### config.mk
export PLATFORM = sky130hd
export DESIGN_NAME = recip_ts_unit
export DESIGN_NICKNAME = d
export VERILOG_FILES = /design/src/rtl/recip_pkg.sv /design/src/rtl/recip_sync.sv /design/src/rtl/recip_filter.sv /design/src/rtl/recip_tsctr.sv /design/src/rtl/recip_seq.sv /design/src/rtl/recip_ts_unit.sv
export SDC_FILE = /design/constraint.sdc
export NUM_CORES = 1
export LEC_CHECK = 0
export ABC_AREA = 1
export ABC_CLOCK_PERIOD_IN_PS = 4080
export BUFFER_PORTS_ARGS = -buffer_cell sky130_fd_sc_hd__buf_2
export CAP_MARGIN = 20
export CORE_ASPECT_RATIO = 1.1
export CORE_MARGIN = 2
export CORE_UTILIZATION = 50
export CTS_CLUSTER_SIZE = 40
export DETAILED_ROUTE_END_ITERATION = 12
export GPL_TIMING_DRIVEN = 1
export MAX_ROUTING_LAYER = met4
export PLACE_DENSITY_LB_ADDON = 0.3
export SYNTH_ARGS = -nofsm -noshare
export SYNTH_HDL_FRONTEND = slang
export SYNTH_SLANG_ARGS = --single-unit
### constraint.sdc
create_clock -name clk -period 4.08 [get_ports clk]
set_input_delay 0.816 -clock clk [delete_from_list [all_inputs] [get_ports clk]]
set_output_delay 0.816 -clock clk [all_outputs]
set_load 0.01 [all_outputs]
### src/rtl/recip_pkg.sv
package recip_pkg;
  typedef enum logic [1:0] {
    STEP_IDLE    = 2'd0,
    STEP_STARTED = 2'd1,
    STEP_DONE    = 2'd2
  } step_t;
endpackage

### src/rtl/recip_sync.sv
module recip_sync #(
  parameter int STAGES = 2
) (
  input  logic clk,
  input  logic rst,
  input  logic d_i,
  output logic q_o
);
  logic [STAGES-1:0] chain_q;

  always_ff @(posedge clk) begin
    if (rst) chain_q <= '0;
    else     chain_q <= {chain_q[STAGES-2:0], d_i};
  end

  assign q_o = chain_q[STAGES-1];
endmodule

### src/rtl/recip_filter.sv
module recip_filter #(
  parameter int FILT_LEN = 4
) (
  input  logic clk,
  input  logic rst,
  input  logic d_i,
  output logic rise_o
);
  localparam int HW = FILT_LEN - 1;

  logic [HW-1:0] hist_q;
  logic          level_q;
  logic          level_d1_q;
  logic          all_hi;
  logic          all_lo;

  assign all_hi = &{hist_q, d_i};
  assign all_lo = ~|{hist_q, d_i};

  generate
    if (HW == 1) begin : g_one
      always_ff @(posedge clk) begin
        if (rst) hist_q <= '0;
        else     hist_q <= d_i;
      end
    end else begin : g_many
      always_ff @(posedge clk) begin
        if (rst) hist_q <= '0;
        else     hist_q <= {hist_q[HW-2:0], d_i};
      end
    end
  endgenerate

  always_ff @(posedge clk) begin
    if (rst) begin
      level_q    <= 1'b0;
      level_d1_q <= 1'b0;
    end else begin
      if (all_hi)      level_q <= 1'b1;
      else if (all_lo) level_q <= 1'b0;
      level_d1_q <= level_q;
    end
  end

  assign rise_o = level_q & ~level_d1_q;
endmodule

### src/rtl/recip_tsctr.sv
module recip_tsctr #(
  parameter int CNT_W = 32,
  parameter int EXT_W = 16
) (
  input  logic             clk,
  input  logic             rst,
  output logic [CNT_W-1:0] cnt_o,
  output logic [EXT_W-1:0] ext_o
);
  logic [CNT_W-1:0] cnt_q;
  logic [EXT_W-1:0] ext_q;
  logic             wrap;

  assign wrap = &cnt_q;

  always_ff @(posedge clk) begin
    if (rst) begin
      cnt_q <= '0;
      ext_q <= '0;
    end else begin
      cnt_q <= cnt_q + 1'b1;
      if (wrap) ext_q <= ext_q + 1'b1;
    end
  end

  assign cnt_o = cnt_q;
  assign ext_o = ext_q;
endmodule

### src/rtl/recip_seq.sv
module recip_seq
  import recip_pkg::*;
#(
  parameter int CNT_W = 32
) (
  input  logic             clk,
  input  logic             rst,
  input  logic             start_i,
  input  logic             rise_i,
  input  logic [CNT_W-1:0] cnt_i,
  output logic [CNT_W-1:0] start_ts_o,
  output logic [CNT_W-1:0] stop_ts_o,
  output step_t            step_o,
  output logic             done_o
);
  logic [CNT_W-1:0] cap_q;
  logic             pend_q;
  logic             en_q;
  logic             take;
  step_t            step_q;
  logic [CNT_W-1:0] start_q;
  logic [CNT_W-1:0] stop_q;
  logic             done_q;

  assign take = en_q & pend_q;

  // Captured-edge register and pending flag: set on every edge, like a
  // hardware capture channel, whether or not capture is enabled.
  always_ff @(posedge clk) begin
    if (rst) begin
      cap_q  <= '0;
      pend_q <= 1'b0;
    end else begin
      if (rise_i) cap_q <= cnt_i;
      if (start_i)     pend_q <= 1'b0;
      else if (rise_i) pend_q <= 1'b1;
      else if (take)   pend_q <= 1'b0;
    end
  end

  always_ff @(posedge clk) begin
    if (rst) begin
      en_q    <= 1'b0;
      step_q  <= STEP_IDLE;
      start_q <= '0;
      stop_q  <= '0;
      done_q  <= 1'b0;
    end else if (start_i) begin
      en_q   <= 1'b1;
      step_q <= STEP_IDLE;
      done_q <= 1'b0;
    end else if (take) begin
      case (step_q)
        STEP_IDLE: begin
          start_q <= cap_q;
          step_q  <= STEP_STARTED;
        end
        STEP_STARTED: begin
          stop_q <= cap_q;
          en_q   <= 1'b0;
          step_q <= STEP_DONE;
          done_q <= 1'b1;
        end
        default: begin
          en_q   <= 1'b0;
          step_q <= STEP_IDLE;
          done_q <= 1'b0;
        end
      endcase
    end
  end

  assign start_ts_o = start_q;
  assign stop_ts_o  = stop_q;
  assign step_o     = step_q;
  assign done_o     = done_q;
endmodule

### src/rtl/recip_ts_unit.sv
module recip_ts_unit
  import recip_pkg::*;
#(
  parameter int CNT_W       = 32,
  parameter int EXT_W       = 16,
  parameter int FILT_LEN    = 4,
  parameter int SYNC_STAGES = 2
) (
  input  logic             clk,
  input  logic             rst,
  input  logic             start_i,
  input  logic             sig_i,
  output logic [CNT_W-1:0] start_ts_o,
  output logic [CNT_W-1:0] stop_ts_o,
  output logic [EXT_W-1:0] ext_o,
  output logic [1:0]       step_o,
  output logic             done_o
);
  logic             sig_s;
  logic             rise;
  logic [CNT_W-1:0] cnt_q;
  step_t            step;

  recip_sync #(.STAGES(SYNC_STAGES)) u_sync (
    .clk(clk), .rst(rst), .d_i(sig_i), .q_o(sig_s)
  );

  recip_filter #(.FILT_LEN(FILT_LEN)) u_filt (
    .clk(clk), .rst(rst), .d_i(sig_s), .rise_o(rise)
  );

  recip_tsctr #(.CNT_W(CNT_W), .EXT_W(EXT_W)) u_ctr (
    .clk(clk), .rst(rst), .cnt_o(cnt_q), .ext_o(ext_o)
  );

  recip_seq #(.CNT_W(CNT_W)) u_seq (
    .clk(clk), .rst(rst), .start_i(start_i), .rise_i(rise), .cnt_i(cnt_q),
    .start_ts_o(start_ts_o), .stop_ts_o(stop_ts_o), .step_o(step),
    .done_o(done_o)
  );

  assign step_o = step;
endmodule

# After elaboration in Yosys (flattened, before gate mapping)
# Index checks and enable logic that the tools add are counted.
# word_totals
register_bits,156
out_inout_bits,83
elab_cells,43
# op_classes
add_sub_neg,2
eq_ne,3
mux,9
bitwise_logic,5
n_reduce_logical,11
# op_table
cell,count
"32-bit by 1-bit adder with 32-bit output, second input constant",1
32-bit AND reduction,1
"16-bit by 1-bit adder with 16-bit output, second input constant",1
1-bit 2-to-1 mux,7
3-bit AND reduction,2
2-bit case mux with 2 select lines,1
2-bit AND reduction,2
4-bit AND reduction,1
2-bit nonzero test,2
4-bit OR reduction,1
1-bit inverter,3
1-bit bitwise AND,2
"2-bit by 1-bit == test with 1-bit output, second input constant",1
2-bit logical NOT,1
"2-bit by 1-bit != test with 1-bit output, second input constant",1
"2-bit != test, second input constant",1
1-bit case mux with 2 select lines,1
2-bit OR reduction,1

# Longest topological paths before layout
# depth
word_depth,4
ltp_mapped,10
depth_no_buf,10

# By module
# From an unflattened synthesis, not the netlist that was laid out.
# unflattened
hier_cells,950
area_unflattened_um2,6830.3
# by_module_without_submodules
module,n_inst,cells_per_inst,area_per_inst_um2
recip_seq,1,522,3943.8
recip_tsctr,1,400,2662.6
recip_filter,1,22,168.9
recip_sync,1,6,55.1

# Least setup slack after synthesis
# OpenSTA, ideal clock, no wires.
# synth_timing
path_kind,in2reg
start,input rst
end,"register u_seq.start_q[30], in the netlist u_seq.start_ts_o[30]"
t_arrival_ns,1.678
required_time_ns,4.016
slack_ns,2.338
cell_stages,6
path_buffers,3
path_cell_list,buf_2 inv_1 buf_2 clkbuf_1 o21ai_0 nor2_1
# synth_rtl
element,line,text
start: declaration,recip_ts_unit.sv:10,"input logic rst,"
end signal: assignment,recip_seq.sv:55,start_q <= cap_q;
end: declaration,recip_seq.sv:21,logic [CNT_W-1:0] start_q;

# Worst setup path after layout
# layout_timing
start,register u_seq.en_q
end,"register u_seq.stop_q[21], in the netlist u_seq.stop_ts_o[21]"
# layout_between
elab_chain_cells,2
# layout_rtl
element,line,text
start: declaration,recip_seq.sv:18,logic en_q;
start signal: assignment,recip_seq.sv:43,en_q <= 1'b0;
start signal: assignment,recip_seq.sv:49,en_q <= 1'b1;
start signal: assignment,recip_seq.sv:60,en_q <= 1'b0;
1-bit bitwise AND,recip_seq.sv:25,assign take = en_q & pend_q;
3-bit AND reduction (no source line),-,
end signal: assignment,recip_seq.sv:59,stop_q <= cap_q;
end: declaration,recip_seq.sv:22,logic [CNT_W-1:0] stop_q;
# Every way passes these cells.
# A chain may end at the register's enable or synchronous reset.

==> impl.org <==
** Status
- The flow ran to the end, and the final reports show no timing, DRC or antenna violations.

** Setup path
- Register-to-register setup slack :: approximately 2.1 ns
- Type of the setup path with the least slack :: flop to flop
- STA classifies the critical path endpoint as a flop.
- For the worst setup path, the data arrival time is 2.33 ns.
- Startpoint of the worst register-to-register path :: u_seq.en_q$_SDFFE_PP0P_
- The worst setup path is launched from a flop.
- Of all nets on the critical path, the largest fanout is 33.
- Data on the critical path is required at its endpoint by roughly 4.4 ns.
- Worst setup path start :: u_seq.en_q$_SDFFE_PP0P_

** Routing
- The detail route stage leaves a number of antenna-violating nets equal to 0.
- DRC viols :: 0
- The first TritonRoute pass finished after 5 iterations.
- Routed via count divided by cell count :: 5.03
- In the final routed layout, each cell accounts on average for around 12 um.
- For this block, the initial DRC count from the detailed router was 385.
- Detailed Route WL :: 13,700 um
- Total via count in the routed design :: 5,625

** Synthesis
- Commonest cells in the synthesized netlist :: sky130_fd_sc_hd__nor2_1, sky130_fd_sc_hd__dfxtp_1, sky130_fd_sc_hd__nand2_1
- Unique masters post-synth :: 28
- Primary flip-flop cell chosen by synthesis mapping :: sky130_fd_sc_hd__dfxtp_1
- Post-synth net total :: 881
- Summed instance area of the synthesized netlist :: around 6300 um2
- Gate Count Post-Synth :: between 800 and 900
- Synth warn :: 0
- Average footprint of a synthesized cell :: approximately 7.3 um2
- Share of synthesized registers carrying an async set or reset :: 0
- In this run, synthesis produced a sequential element count of ~160.
- Share of synthesized area occupied by flip-flops and latches :: 0.492
- Fraction of post-synthesis cell area in the top cell type by area :: 0.492
- Among all cell types in the netlist, the one instantiated most often is sky130_fd_sc_hd__nor2_1.
- Yosys attributes the largest share of cell area to sky130_fd_sc_hd__dfxtp_1, sky130_fd_sc_hd__nor2_1, sky130_fd_sc_hd__o21ai_0.
- In this run, synthesis inferred 0 flip-flops with an integrated enable.
- Cell taking the most area after synthesis :: sky130_fd_sc_hd__dfxtp_1

** Run
- Max-cap violations in this run came to 0.

** Floorplan
- Num ports :: 87
- The floorplan step set the die width to around 110 um.
- After floorplanning, the core was divided into between 40 and 50 placement rows.
- Die Height :: approximately 120 um
- For this configuration, the core starts out at a cell density of 0.508.
- Floorplan Core Area :: 12,500 um2
- The die covers between 10,000 and 15,000 um2.

** CTS
- The root buffer cell chosen for the clock tree is sky130_fd_sc_hd__clkbuf_16.
- Insertion delay of the later-clocked pin in the worst-skew pair :: roughly 0.42 ns
- Clock-pin slew was measured on the worst setup and hold paths at roughly 0.060 ns.
- Hold-fix buffers at CTS :: 0
- Counting along the longest clock path gives a buffer depth of 2.
- TritonCTS built the clock tree.
- Clock net sink count :: roughly 160
- The H-tree was split into 4 levels.
- Buffers added to address setup during post-CTS repair amount to 0.
- Post_cts resized :: 0
- In this run, CTS created clock tree buffers numbering 17.

** Global route
- The number of global-route vias before repair came to just under 5,000.
- In the global route stage, overall resource usage came out at 0.217.
- Entering global routing, the biggest net connects 68 pins.
- First-pass GRT wire length :: about 23,000 um
- The initial antenna violation count was 0.
- Congestion Overflow GR :: 0

** Pwr
- In this run the power density over the cells is roughly 420 nW/um2.
- Cell leakage power :: 3.06 nW
- Total power :: around 3.2 mW
- Across the VDD grid, the largest voltage drop is between 0.0002 and 0.0003 V.

** STA
- Hold Violations, Final :: 0
- Number of max-slew violations in the final report :: 0
- At the pin with the least slew margin, the transition time is a little over 1 ns.
- Setup repair after global routing missed its margin :: no
- Final period utilization :: 0.484
- Clock skew on the completed layout was measured at a little over 0.009 ns.
- Relative slew slack :: 0.317
- Final critical path time including I/O delays and setup :: slightly below 2 ns
- Upper clock frequency limit :: slightly above 0.5 GHz
- In the final timing run, aggregate negative setup slack is 0 ns.
- Setup-violating endpoint count in the final report :: 0

** Min path
- Class of the worst hold path :: flop to flop
- Hold Crit Start :: u_sync.chain_q[0]$_SDFF_PP0_

** Layout
- Area added between synthesis and finish :: 17.6%
- Share of final-layout standard cells stronger than drive strength 1 :: 0.170
- For this run, the post-layout net count is between 900 and 1,000.
- The filler cells instantiated in the layout total ~1,200.
- Combined area of the multi-input logic cells :: about 2800 um2
- The number of antenna diodes in the final layout is 0.
- Finished Layout Cells :: between 1,000 and 1,500
- Register area :: 3120 um2

** Placement
- Port Buffer Count :: 86
- Post-Place Cells :: between 1,000 and 1,500
- The congestion estimate from routability-driven global placement came to 0.875.
- Half-perimeter wire length of the detailed placement result :: between 9000 and 10,000 um
-- cells by family (layout without fill, tap and decap cells) --
family | after synthesis | after routing | synth area share
buffers and inverters | 97 | 183 | 0.0627
XOR/XNOR | 8 | 8 | 0.0110
adder cells (fa/ha/maj) | 2 | 2 | 0.00394
AO/OA/AOI/OAI | 171 | 171 | 0.143
AND/OR/NAND/NOR | 441 | 441 | 0.287
flip-flops | 156 | 156 | 0.492
-- state kept, by name, indices dropped and copies added (netlist names), 2 cells and up --
signal and cells:
u_sync.chain_q 2, u_ctr.ext_o 16, u_seq.cap_q 32, u_seq.step_o 2, u_filt.hist_q 3, u_seq.start_ts_o 32, u_ctr.cnt_o 32, u_seq.stop_ts_o 32
-- power by group --
group | total [mW] | switching [mW] | internal, mW | leakage [nW]
Clock | 1.58 | 0.627 | 0.955 | 0.295
Sequential | 1.53 | 0.00463 | 1.53 | 1.26
Combinational | 0.0524 | 0.0367 | 0.0157 | 1.51
-- critical path, stage by stage, from the launching register on --
cell and delay [ns]:
sky130_fd_sc_hd__dfxtp_1 0.35, sky130_fd_sc_hd__nand2_1 0.11, sky130_fd_sc_hd__nor2_1 0.15, sky130_fd_sc_hd__nand2_1 0.06, sky130_fd_sc_hd__buf_4 0.22, sky130_fd_sc_hd__inv_1 0.78, sky130_fd_sc_hd__nor2_1 0.07, sky130_fd_sc_hd__nor2_1 0.15
-- placed cells by master (no fill, tap or decap), drive strengths merged --
cell and count:
xnor2 4, clkinv 4, and2 1, buf 91, nand3 24, o21ai 109
clkbuf 20, nor2 249, xor2 4, a31oi 1, clkinvlp 1, o41ai 1
nand3b 2, ha 2, dfxtp 156, inv 65, nor3 8, nand4 7
a21oi 57, nand2 150, o21a 3, bufinv 2
-- layer usage --
layer | track usage | wire (um) | vias up
li1 | - | - | 2949
met1 | 0.284 | 6630 | 2514
met2 | 0.336 | 6160 | 147
met3 | 0.0547 | 776 | 15
met4 | 0.0602 | 152 | 0
met5 | - | 0 | -
-- layout make-up --
type / instances / area share
inverter: 61 / 0.0314
clock buffer: 20 / 0.0626
multi-input combinational: 622 / 0.379
sequential: 156 / 0.419
tap: 157 / 0.0263
timing repair buffer: 91 / 0.0644
clock inverter: 11 / 0.0178
-- per-stage QoR --
| stage | hold WS, ns | area (um2) | util | setup slack, ns |
|---|---|---|---|---|
| floorplan | 0.388 | 6340 | - | 2.34 |
| global placement | 0.391 | 6860 | 0.550 | 1.70 |
| detailed placement | 0.399 | 6860 | 0.550 | 1.66 |
| CTS | 0.414 | 7460 | 0.598 | 2.06 |
| global route | 0.450 | 7460 | 0.598 | 1.84 |
| finish | 0.410 | 7460 | 0.598 | 2.10 |
-- final timing paths --
path / end / cells past startpoint
worst max register to register: u_seq.stop_ts_o[21]$_SDFFE_PP0P_ / 7
worst min register to register: u_sync.chain_q[1]$_SDFF_PP0_ / 2
worst max-delay path: u_seq.stop_ts_o[21]$_SDFFE_PP0P_ / 7
worst min-delay path: u_sync.chain_q[1]$_SDFF_PP0_ / 2
Power figures use the tool's default switching activity.
